`src/rtl/gp_timer4.sv`:
```
`timescale 1ns/1ps
module gp_timer4 #(
  parameter int CW  = 16,
  parameter int NCH = 4,
  parameter int PSW = 3,
  parameter int AW  = 4
) (
  input  logic          clk,
  input  logic          rst_n,
  input  logic          wr_en,
  input  logic [AW-1:0] addr,
  input  logic [CW-1:0] wdata,
  output logic [CW-1:0] rdata,
  input  logic [NCH-1:0] ch_in,
  output logic [NCH-1:0] ch_out,
  output logic [NCH-1:0] irq_ch,
  output logic          irq_ovf,
  output logic          irq_pacc
);
  localparam int PCW = (1 << PSW) - 1;
  localparam int FW  = NCH + 2;
  localparam int CIW = $clog2(NCH);
  localparam int PA  = NCH - 1;
  localparam logic [AW-1:0] A_CTRL = AW'(0), A_CNT = AW'(1), A_MODE = AW'(2),
    A_EDGE = AW'(3), A_ACT = AW'(4), A_IEN = AW'(5), A_FLG = AW'(6),
    A_PACC = AW'(7), A_CH0 = AW'(8);

  logic           run;
  logic [PSW-1:0] psel;
  logic [PCW-1:0] pre;
  logic [CW-1:0]  cnt, pacc;
  logic [NCH:0]   mode;
  logic [2*NCH-1:0] edg, act;
  logic [FW-1:0]  ien, flg;
  logic [CW-1:0]  chr [NCH];
  logic [NCH-1:0] s1, s2, s3, outr, hit, cap, evt;

  wire [PCW-1:0] pmask = ~({PCW{1'b1}} << psel);
  wire tick    = run && ((pre & pmask) == pmask);
  wire [CW-1:0] cnt_nx = cnt + 1'b1;
  wire pacc_on = mode[NCH];
  wire we_cnt  = wr_en && addr == A_CNT;
  wire we_pacc = wr_en && addr == A_PACC;
  wire [NCH-1:0] rise = s2 & ~s3;
  wire [NCH-1:0] fall = ~s2 & s3;
  wire pstep   = pacc_on && evt[PA];
  wire ovf_set = tick && !we_cnt && (cnt == {CW{1'b1}});
  wire pov_set = pstep && !we_pacc && (pacc == {CW{1'b1}});
  wire [FW-1:0] fset = {pov_set, ovf_set, hit | cap};
  wire [FW-1:0] fclr = (wr_en && addr == A_FLG) ? wdata[FW-1:0] : '0;
  wire [AW-1:0] cidx = addr - A_CH0;

  always_comb begin
    for (int i = 0; i < NCH; i++) begin
      evt[i] = (edg[2*i] & rise[i]) | (edg[2*i+1] & fall[i]);
      hit[i] = tick && !we_cnt && mode[i] && !(i == PA && pacc_on) && (cnt_nx == chr[i]);
      cap[i] = evt[i] && !mode[i] && !(i == PA && pacc_on);
    end
  end

  always_ff @(posedge clk or negedge rst_n) begin
    if (!rst_n) begin
      s1 <= '0; s2 <= '0; s3 <= '0;
    end else begin
      s1 <= ch_in; s2 <= s1; s3 <= s2;
    end
  end

  always_ff @(posedge clk or negedge rst_n) begin
    if (!rst_n) begin
      run <= 1'b0; psel <= '0; mode <= '0; edg <= '0; act <= '0; ien <= '0;
    end else if (wr_en) begin
      case (addr)
        A_CTRL: {psel, run} <= wdata[PSW:0];
        A_MODE: mode <= wdata[NCH:0];
        A_EDGE: edg <= wdata[2*NCH-1:0];
        A_ACT:  act <= wdata[2*NCH-1:0];
        A_IEN:  ien <= wdata[FW-1:0];
        default: ;
      endcase
    end
  end

  always_ff @(posedge clk or negedge rst_n) begin
    if (!rst_n)   pre <= '0;
    else if (!run) pre <= '0;
    else          pre <= pre + 1'b1;
  end

  always_ff @(posedge clk or negedge rst_n) begin
    if (!rst_n)      cnt <= '0;
    else if (we_cnt) cnt <= wdata;
    else if (tick)   cnt <= cnt_nx;
  end

  always_ff @(posedge clk or negedge rst_n) begin
    if (!rst_n)       pacc <= '0;
    else if (we_pacc) pacc <= wdata;
    else if (pstep)   pacc <= pacc + 1'b1;
  end

  always_ff @(posedge clk or negedge rst_n) begin
    if (!rst_n) flg <= '0;
    else        flg <= (flg & ~fclr) | fset;
  end

  always_ff @(posedge clk or negedge rst_n) begin
    if (!rst_n) begin
      for (int i = 0; i < NCH; i++) chr[i] <= '0;
    end else begin
      for (int i = 0; i < NCH; i++)
        if (wr_en && addr == A_CH0 + AW'(i)) chr[i] <= wdata;
        else if (cap[i])                    chr[i] <= cnt;
    end
  end

  always_ff @(posedge clk or negedge rst_n) begin
    if (!rst_n) outr <= '0;
    else
      for (int i = 0; i < NCH; i++)
        if (hit[i])
          case (act[2*i +: 2])
            2'b01: outr[i] <= ~outr[i];
            2'b10: outr[i] <= 1'b0;
            2'b11: outr[i] <= 1'b1;
            default: ;
          endcase
  end

  always_comb begin
    case (addr)
      A_CTRL: rdata = CW'({psel, run});
      A_CNT:  rdata = cnt;
      A_MODE: rdata = CW'(mode);
      A_EDGE: rdata = CW'(edg);
      A_ACT:  rdata = CW'(act);
      A_IEN:  rdata = CW'(ien);
      A_FLG:  rdata = CW'(flg);
      A_PACC: rdata = pacc;
      default: rdata = (addr >= A_CH0 && cidx < AW'(NCH)) ? chr[cidx[CIW-1:0]] : '0;
    endcase
  end

  assign ch_out   = outr;
  assign irq_ch   = flg[NCH-1:0] & ien[NCH-1:0];
  assign irq_ovf  = flg[NCH] & ien[NCH];
  assign irq_pacc = flg[NCH+1] & ien[NCH+1];
endmodule


```
`config.mk`:
```
export PLATFORM = sky130hd
export DESIGN_NAME = gp_timer4
export DESIGN_NICKNAME = d
export VERILOG_FILES = /design/src/rtl/gp_timer4.sv
export SDC_FILE = /design/constraint.sdc
export NUM_CORES = 1
export LEC_CHECK = 0
export BUFFER_PORTS_ARGS = -buffer_cell sky130_fd_sc_hd__buf_2
export CORE_ASPECT_RATIO = 1.75
export CORE_UTILIZATION = 45
export CTS_CLUSTER_SIZE = 8
export DETAILED_ROUTE_END_ITERATION = 8
export HOLD_SLACK_MARGIN = 0.15
export MAX_ROUTING_LAYER = met4
export PLACE_DENSITY = 0.71
export SLEW_MARGIN = 30
export SYNTH_ARGS = -nofsm -noshare
export SYNTH_HDL_FRONTEND = slang
export SYNTH_SLANG_ARGS = --single-unit
```
`constraint.sdc`:
```
create_clock -name clk -period 4.2 [get_ports clk]
set_clock_uncertainty 0.1 [all_clocks]
set_input_delay 0.84 -clock clk [delete_from_list [all_inputs] [get_ports clk]]
set_output_delay 0.84 -clock clk [all_outputs]
set_load 0.05 [all_outputs]
```
==> metrics.txt <==
status=completed; TritonRoute pass-1 iters=5; crit path time final=between 3 and 4 ns; Syn Area/Cell=9.331 um2; grt total ovfl=0; vias in the first global route=8638; Root Buffer=clkbuf_16; CTS tree=done; cell breakdown of the critical path=ha_1 -> nand3_1 -> o21ai_0 -> nand4_1 -> or4_1 -> or4_4 -> nor4_2 -> a2bb2oi_1; core area=between 0.02 and 0.025 mm2; clock tree sinks=~160; chip height=199.6 um; final number of max-transition violations=0; yosys synthesis warning count=0; ANT nets after route=0; initial DRC count=between 700 and 800; Net count, final=~1100; Synth Flop Type=dfrtp_1; crit-path max cell delay=0.59 ns; layout cells sized above 1=17.27%; number of flops mapped to enable cells by yosys=0; detailed-route via count=roughly 8700; DRC violations left=0; CP required=around 4.4 ns; max cap viols=0; Post-Syn Area=0.01004 mm2; Async SR Flop Fraction=100.0%; setup ws final=0.5178 ns; wire length per cell=24.40 um; Setup WS pre-CTS=just under 0.6 ns; Layout area overhead=12.05%; leakage power=4.325 nW; startpoint types=flip-flop; DIE AREA=0.02294 mm2; placer's final routability congestion estimate=0.9815; headroom to the max-slew limit=43.44%; RSZ-0062 raised after global routing=false; clock transition at the registers of the reported paths=0.07 ns; Clock Path Buffers=2; Net Count, Synth=1106; vias per inst=6.179; register bit total from synthesis=156; hold violation count in the final report=0; largest net degree at the start of global routing=77; worst slew pin tran=around 0.84 ns; CTS buffer count=17; CP Max Fanout=11; global-route wire length before repair=52.19 mm; Die X=between 100 and 150 um; Resize count post-CTS=0; DPL Wire Length=about 25 mm; htree depth=4; Pwr Density=704.7 mW/mm2; Initial Util=between 40% and 50%; Crit path arrival time=between 3 and 4 ns; number of hold buffers added after CTS=0; port bufs=52; register area share after synthesis=38.88%; fmax=0.2716 GHz; slowest stage cell, crit path=or4_1; Mapped Cells=1076; initial antenna violation count=0; Ports=53; Worst VDD drop=395.8 uV; ant diodes=0; Critical Path Sink Type=flip-flop; crit path kind=reg -> reg; setup bufs post-CTS=0; gr usage total=between 30% and 40%; Final setup viols=0; Distinct cells, synth=between 70 and 80; final WL=roughly 34 mm; Rows=72; setup TNS=0 ns; Hold Path Class=reg -> reg; crit share post-route=between 80 and 90%; worst skew pair latency=approximately 0.45 ns
==> worst max-delay path: cells and delay by family (launching register included) <==
kind	cells	cell delay, ns
AOI/OAI and AO/OA	2	0.41
adders and majority gates	1	0.49
and+or+nand+nor	5	1.96
DFF	1	0.58
==> stage by stage <==
step / instances / power, mW / hold WS, ns / cell area [um2] / util [%]
3_3_place_gp: 1371 / 6.124 / 0.2324 / 10620 / 48.30
3_5_place_dp: 1371 / 6.174 / 0.2372 / 10620 / 48.30
4_1_cts: 1402 / 7.883 / 0.2516 / 11250 / 51.18
6_report: 1402 / 7.928 / 0.2480 / 11250 / 51.18
2_1_floorplan: 1076 / 5.052 / 0.2312 / 10040 / -
5_1_grt: 1402 / 8.321 / 0.2657 / 11250 / 51.18
==> report_power, final <==
group / leakage [nW] / internal [mW] / total [mW] / switching (mW)
combinational: 2.21 / 1.44 / 3.26 / 1.82
clock: 0.306 / 1.04 / 1.69 / 0.648
sequential: 1.81 / 2.02 / 2.98 / 0.957
==> flip-flops by register name, summed over array words and instances, names as in the netlist, 5 cells and up <==
register,count
flg,6
cnt,16
pre,7
pacc,16
edg,8
ien,6
mode,5
act,8
chr,64
==> worst paths after layout <==
| check | cells after the start | startpoint | slack [ns] | to |
|---|---|---|---|---|
| worst max-delay path | 8 | cnt[1] | 0.52 | ch_out[2] |
| worst min-delay path | 0 | s1[0] | 0.25 | s2[0] |
| worst max register to register | 8 | cnt[1] | 0.52 | ch_out[2] |
| worst min register to register | 0 | s1[0] | 0.25 | s2[0] |
| max in group asynchronous | 2 | rst_n | 2.81 | chr[53] |
| min in group asynchronous | 1 | rst_n | 0.32 | s1[2] |
==> cell usage after synthesis (13+ instances only) <==
cell type | instances | area share [%]
a21oi_1 | 35 | 1.7
and2_1 | 18 | 1.1
buf_1 | 13 | 0.49
clkbuf_1 | 63 | 2.4
dfrtp_1 | 156 | 39
inv_1 | 26 | 0.97
mux2_2 | 37 | 4.2
mux2i_1 | 75 | 7.5
mux4_2 | 16 | 3.6
nand2_1 | 133 | 5.0
nand3_1 | 25 | 1.2
nand4_1 | 19 | 1.2
nor2_1 | 52 | 1.9
nor3_1 | 22 | 1.1
o21ai_0 | 108 | 5.4
xnor2_1 | 65 | 5.7
xor2_1 | 29 | 2.5
==> logic make-up after synthesis <==
kind of cell    Yosys count  share of synthesized area, %
flops                   156                         38.88
compound gates          218                         13.42
fa+ha+maj                 3                        0.3739
xor+xnor                 98                         9.085
simple gates            359                         18.30
mux                     128                         15.22
buf+inv                 114                         4.723
==> cell usage in the layout, fill, tap and decap left out, types with 8 or more instances in the layout <==
cell,count
and2_1,18
nor2b_1,12
nand3_1,25
clkbuf_16,17
buf_2,51
and3_1,9
a222oi_1,8
o21ai_0,105
mux4_2,16
mux2_2,37
and4_1,10
dfrtp_1,156
xnor2_1,65
xor2_1,29
a21oi_1,32
nand2b_1,9
nor2_1,49
nand3b_1,12
inv_1,26
nor3_1,21
buf_4,33
a22oi_1,10
nand4_1,19
nand2_1,133
mux2i_1,75
==> metal layers <==
metal,part of all wire [%],track usage (%),vias to the layer above,wire length [um]
met5,0,-,-,0
met4,7.4,22.66,0,2544
met3,6.6,6.339,149,2244
met2,51,53.26,404,17350
met1,35,35.24,4235,12070
li1,-,-,3875,-
==> final cells by class <==
class                   instances  area [um2]
clock buffers                  21       470.5
flip-flops and latches        156        3904
inverters                      26       97.59
fillers                      2069       10730
repair buffers                 87       554.3
well taps                     296       370.4
clock inverters                10       162.7
multi-input cells             806        5690
(Power assumes the default switching activity.)
